File: src/rtl/bag_pkg.sv
`timescale 1ns/1ps
package bag_pkg;

   typedef enum logic [1:0] {
      OP_HOLD = 2'd0,
      OP_LOAD = 2'd1,
      OP_STEP = 2'd2
   } bag_op_e;

   typedef enum logic {
      ORD_INTERLEAVE = 1'b0,
      ORD_LINEAR     = 1'b1
   } bag_order_e;

endpackage

File: src/rtl/bag_strobe_ctrl.sv
`timescale 1ns/1ps
module bag_strobe_ctrl
   import bag_pkg::*;
(
   input  logic    cs_ok,
   input  logic    strobe_cpu,
   input  logic    strobe_ctl,
   input  logic    adv,
   output bag_op_e op
);

   logic cpu_load;
   logic any_load;

   assign cpu_load = strobe_cpu & cs_ok;
   assign any_load = cpu_load | strobe_ctl;

   // A load outranks an advance in the same cycle.
   always_comb begin
      if (any_load)  op = OP_LOAD;
      else if (adv)  op = OP_STEP;
      else           op = OP_HOLD;
   end

endmodule

File: src/rtl/bag_beat_unit.sv
`timescale 1ns/1ps
module bag_beat_unit
   import bag_pkg::*;
#(
   parameter int CNT_W          = 2,
   parameter bit ORDER_PIN_EN   = 1'b1,
   parameter bit DEFAULT_LINEAR = 1'b0
)(
   input  logic             clk,
   input  logic             rst_n,
   input  bag_op_e          op,
   input  logic [CNT_W-1:0] load_low,
   input  logic             order_pin,
   output logic [CNT_W-1:0] low_out,
   output logic [CNT_W-1:0] beat_out,
   output logic             last_out
);

   localparam bag_order_e ORD_DEF = DEFAULT_LINEAR ? ORD_LINEAR : ORD_INTERLEAVE;
   localparam logic [CNT_W-1:0] BEAT_ONE = CNT_W'(1);

   logic [CNT_W-1:0] base_q;
   logic [CNT_W-1:0] beat_q;
   bag_order_e       ord_q;
   bag_order_e       ord_src;

   generate
      if (ORDER_PIN_EN) begin : g_order_pin
         assign ord_src = bag_order_e'(order_pin);
      end else begin : g_order_fixed
         logic order_pin_unused;
         assign order_pin_unused = order_pin;
         assign ord_src = ORD_DEF;
      end
   endgenerate

   always_ff @(posedge clk) begin
      if (!rst_n) begin
         base_q <= '0;
         beat_q <= '0;
         ord_q  <= ORD_DEF;
      end else begin
         case (op)
            OP_LOAD: begin
               base_q <= load_low;
               beat_q <= '0;
               ord_q  <= ord_src;
            end
            OP_STEP: beat_q <= beat_q + BEAT_ONE;
            default: ;
         endcase
      end
   end

   always_comb begin
      if (ord_q == ORD_LINEAR) low_out = base_q + beat_q;
      else                     low_out = base_q ^ beat_q;
   end

   assign beat_out = beat_q;
   assign last_out = &beat_q;

   // the captured order changes only on a load
   p_order_frozen_r9: assert property (@(posedge clk) disable iff (!rst_n)
      (op != OP_LOAD) |=> (ord_q == $past(ord_q)));

   // stepping from the last beat wraps to zero
   p_step_wrap_r11: assert property (@(posedge clk) disable iff (!rst_n)
      (op == OP_STEP && last_out) |=> (beat_q == '0));

   // base bits are untouched by a step
   p_base_kept_r4: assert property (@(posedge clk) disable iff (!rst_n)
      (op == OP_STEP) |=> $stable(base_q));

endmodule

File: src/rtl/bag_upper_reg.sv
`timescale 1ns/1ps
module bag_upper_reg
   import bag_pkg::*;
#(
   parameter int UP_W = 18
)(
   input  logic            clk,
   input  logic            rst_n,
   input  bag_op_e         op,
   input  logic [UP_W-1:0] d,
   output logic [UP_W-1:0] q
);

   always_ff @(posedge clk) begin
      if (!rst_n)             q <= '0;
      else if (op == OP_LOAD) q <= d;
   end

endmodule

File: src/rtl/bag_burst_addr_gen.sv
`timescale 1ns/1ps
module bag_burst_addr_gen
   import bag_pkg::*;
#(
   parameter int ADDR_W         = 20,
   parameter int CNT_W          = 2,
   parameter bit ORDER_PIN_EN   = 1'b1,
   parameter bit DEFAULT_LINEAR = 1'b0
)(
   input  logic              clk,
   input  logic              rst_n,
   input  logic              cs_ok,
   input  logic              strobe_cpu,
   input  logic              strobe_ctl,
   input  logic              adv,
   input  logic              order_lin,
   input  logic [ADDR_W-1:0] ext_addr,
   output logic [ADDR_W-1:0] addr,
   output logic [CNT_W-1:0]  beat,
   output logic              burst_last
);

   localparam int UP_W = ADDR_W - CNT_W;

   generate
      if (CNT_W < 1) begin : g_chk_cnt
         $error("CNT_W must be at least 1");
      end
      if (UP_W < 1) begin : g_chk_up
         $error("ADDR_W must exceed CNT_W");
      end
   endgenerate

   bag_op_e          op;
   logic [UP_W-1:0]  upper_q;
   logic [CNT_W-1:0] low_w;

   bag_strobe_ctrl u_ctrl (
      .cs_ok      (cs_ok),
      .strobe_cpu (strobe_cpu),
      .strobe_ctl (strobe_ctl),
      .adv        (adv),
      .op         (op)
   );

   bag_beat_unit #(
      .CNT_W          (CNT_W),
      .ORDER_PIN_EN   (ORDER_PIN_EN),
      .DEFAULT_LINEAR (DEFAULT_LINEAR)
   ) u_beat (
      .clk       (clk),
      .rst_n     (rst_n),
      .op        (op),
      .load_low  (ext_addr[CNT_W-1:0]),
      .order_pin (order_lin),
      .low_out   (low_w),
      .beat_out  (beat),
      .last_out  (burst_last)
   );

   bag_upper_reg #(
      .UP_W (UP_W)
   ) u_upper (
      .clk   (clk),
      .rst_n (rst_n),
      .op    (op),
      .d     (ext_addr[ADDR_W-1:CNT_W]),
      .q     (upper_q)
   );

   assign addr = {upper_q, low_w};

   // controller strobe loads regardless of qualify
   p_ctl_load_r2: assert property (@(posedge clk) disable iff (!rst_n)
      strobe_ctl |=> (addr == $past(ext_addr)) && (beat == '0));

   // qualified processor strobe loads
   p_cpu_load_r3: assert property (@(posedge clk) disable iff (!rst_n)
      (strobe_cpu && cs_ok) |=> (addr == $past(ext_addr)) && (beat == '0));

   // unqualified processor strobe has no effect
   p_cpu_gated_r3: assert property (@(posedge clk) disable iff (!rst_n)
      (strobe_cpu && !cs_ok && !strobe_ctl && !adv) |=> $stable(addr) && $stable(beat));

   // idle cycle holds everything
   p_hold_r8: assert property (@(posedge clk) disable iff (!rst_n)
      (!strobe_ctl && !(strobe_cpu && cs_ok) && !adv) |=> $stable(addr) && $stable(beat));

   // advance steps beat and keeps the upper bits
   p_step_r4: assert property (@(posedge clk) disable iff (!rst_n)
      (adv && !strobe_ctl && !(strobe_cpu && cs_ok)) |=>
         (addr[ADDR_W-1:CNT_W] == $past(addr[ADDR_W-1:CNT_W])) &&
         (beat == CNT_W'($past(beat) + 1'b1)));

endmodule

File: config.mk
export PLATFORM = sky130hd
export DESIGN_NAME = bag_burst_addr_gen
export DESIGN_NICKNAME = d
export VERILOG_FILES = /design/src/rtl/bag_pkg.sv /design/src/rtl/bag_strobe_ctrl.sv /design/src/rtl/bag_beat_unit.sv /design/src/rtl/bag_upper_reg.sv /design/src/rtl/bag_burst_addr_gen.sv
export SDC_FILE = /design/constraint.sdc
export NUM_CORES = 1
export LEC_CHECK = 0
export ABC_AREA = 0
export BUFFER_PORTS_ARGS = -buffer_cell sky130_fd_sc_hd__clkbuf_2
export CAP_MARGIN = 10
export CORE_AREA = 2 2 51 53
export CTS_CLUSTER_SIZE = 30
export DETAILED_ROUTE_END_ITERATION = 10
export DIE_AREA = 0 0 53 55
export PLACE_DENSITY = 0.83
export SYNTH_ARGS = -nofsm -noshare
export SYNTH_HDL_FRONTEND = slang
export SYNTH_SLANG_ARGS = --single-unit
File: constraint.sdc
create_clock -name clk -period 1 [get_ports clk]
set_input_delay 0.15 -clock clk [delete_from_list [all_inputs] [get_ports clk]]
set_output_delay 0.15 -clock clk [all_outputs]
set_load 0.05 [all_outputs]
==> out/results.ini <==
[global_routing]
antenna_found_initial=0
grt-ovfl-total=0
grt_pass1_vias=850
grt_usage_pct=17.5
grt_pass1_wl_mm=3.66
grt_max_degree=23

[timing]
min_period_over_period_pct=136
max-slew-margin-rel_pct=89.0
slew_viol_final=0
tns_ns=-1.25
fmaxAchievable_mhz=737
setup_violations=6
rsz0062_at_grt=true
worst_pin_slew_ns=0.161
fin_ws_ns=-0.356
final_hold_viol_count=0
clock_skew_ns=0.000420
min_period_ns=1.36

[worst_setup_path]
ff2ff_path_depth=4
r2r_end=u_beat.beat_out[1]$_SDFFE_PN0P_
critPathKind=reg2out
endpoint=addr[1]
path_max_fanout=2
setup.worst_path.start=u_beat.beat_out[1]$_SDFFE_PN0P_
worstReg2RegStart=u_beat.beat_out[0]$_SDFFE_PN0P_
ff2ff_setup_slack_ns=-0.10
cp_data_arrival_time_ns=1.21
worstSetupEndpointType=output port
critPathRequiredTime_ns=0.85
startpoint_type=register

[synth]
syn_inst=105
synth_area_um2=990
ys_seq_area_share_pct=46.5
ys_warn_count=0
synth_cell_types=13
syn_nets=134
avgSynthCellArea_um2=9.43
ys_seq_elements=23

[place]
place_congestion=0.689
portBuffers=49
dpl.hpwl_mm=1.62

[outcome]
violations=negative setup slack
status=complete, but fails checks

[pwr]
ir_drop_v=0.00101
p_leak_nw=0.805
power_mw=2.17
p_per_area_nw_per_um2=1270

[die]
dieWidth_um=53
core-area_um2=2360
die-height_um=55
start_util_pct=41.9
ios=50
rows=18
dieArea_um2=2920

[job]
cap_violations=0

[routing]
drtIter0Drc=15
postRouteWirelength_mm=2.28
avgViaCountPerCell=4.66
via_count=890
ant_nets=0
drc=0
firstDrtPassIters=4
wl_per_cell_um=11.9

[layout]
syn_to_final_growth_pct=72.4
final_common_cell=nand2_1
nNetsFinal=191
fillCellCount=182
layout_common_cells=nand2_1, clkbuf_2, mux2i_1
num_antenna_cells=0
final_layout_size_suffix_gt1_share_pct=57.1

[clocking]
numCtsBuffers=3
root_buffer=clkbuf_4
cts_tree=done
clock_sinks=23
clock_latency_ns=0.30
clk_pin_slew_worst_paths_ns=0.13
clock_path_buffers=2
htreeDepth=1

[worst_hold_path]
hold_start=ext_addr[16]
min_path_type=in2reg
min_path_cells=3

through the flow:
stage	setup WS (ns)	cell area [um2]	util [%]	hold slack, ns	std cells
finish	-0.356	1710	72.2	0.0431	191
floorplan	-0.178	1050	-	0.289	105
CTS	-0.398	1670	70.7	0.0347	190
detailed placement	-0.192	1340	56.8	0.386	183
global placement	-0.153	1340	56.8	0.376	183
global route	-0.418	1710	72.2	0.0332	191
timing repair:
| action | in CTS | in global routing |
|---|---|---|
| endpoints found under the setup margin | 24 | 24 |
| pin swaps | 1 | 0 |
| resized for setup | 70 | 19 |
| setup buffers | 3 | 1 |
| hold buffers | 0 | 0 |
layout make-up:
class | instances | area (um2) | area share [%]
multi-input cells | 74 | 528 | 30.9
repair buffers | 59 | 612 | 35.9
clock buffers | 3 | 22.5 | 1.32
clock inverters | 1 | 7.51 | 0.440
inverters | 1 | 3.75 | 0.220
well taps | 30 | 37.5 | 2.20
flip-flops and latches | 23 | 495 | 29.0
how the worst min path moves through the flow:
stage                                    endpoint  slack (ns)
finish                 u_upper.q[14]$_SDFFE_PN0N_        0.04
global route           u_upper.q[14]$_SDFFE_PN0N_        0.03
CTS                    u_upper.q[14]$_SDFFE_PN0N_        0.03
detailed placement     u_upper.q[10]$_SDFFE_PN0N_        0.39
global placement        u_upper.q[7]$_SDFFE_PN0N_        0.38
floorplan           u_beat.base_q[0]$_SDFFE_PN0N_        0.29
logic make-up (layout without fill, tap and decap cells):
kind of cell    Yosys count  count (layout)  synth area share, %
flops                    23              23                 46.5
simple gates             45              45                 17.3
compound gates            2               2                 2.53
xor+xnor                  3               3                 2.66
fa+ha+maj                 2               2                 2.53
mux                      22              22                 22.3
buf+inv                   8              64                 6.19
sequential cells by signal, summed over array words and instances, names as in the netlist:
register         cells
u_beat.base_q        2
u_upper.q           18
u_beat.ord_q         1
u_beat.beat_out      2
synthesized netlist by cell type, drive strengths merged:
master / count / share of area (%)
ha: 2 / 2.5
buf: 7 / 5.8
mux2i: 22 / 22
xor2: 1 / 0.89
nand2: 43 / 16
a21o: 1 / 0.89
a21oi: 1 / 1.6
dfxtp: 23 / 47
inv: 1 / 0.38
nor3: 2 / 1.0
xnor2: 2 / 1.8
power by group:
group          internal [mW]  switching (mW)  leakage, nW
Combinational          0.331           0.368        0.592
Sequential             0.985          0.0584        0.199
Clock                  0.152           0.273       0.0139
Total                   1.47           0.700        0.805
critical path, stage by stage, from the launching register on:
cell and delay, ns:
dfxtp_4 0.40, xor2_4 0.20, xnor2_4 0.14, buf_8 0.16
per-layer routing:
layer | vias up | global-route usage, % | routed length, um
li1 | 449 | - | -
met1 | 410 | 18.0 | 831
met2 | 29 | 35.4 | 1290
met3 | 2 | 4.57 | 140
met4 | 0 | 3.85 | 11
met5 | - | 0 | 0
No activity file was read; power rests on OpenSTA's default activity.
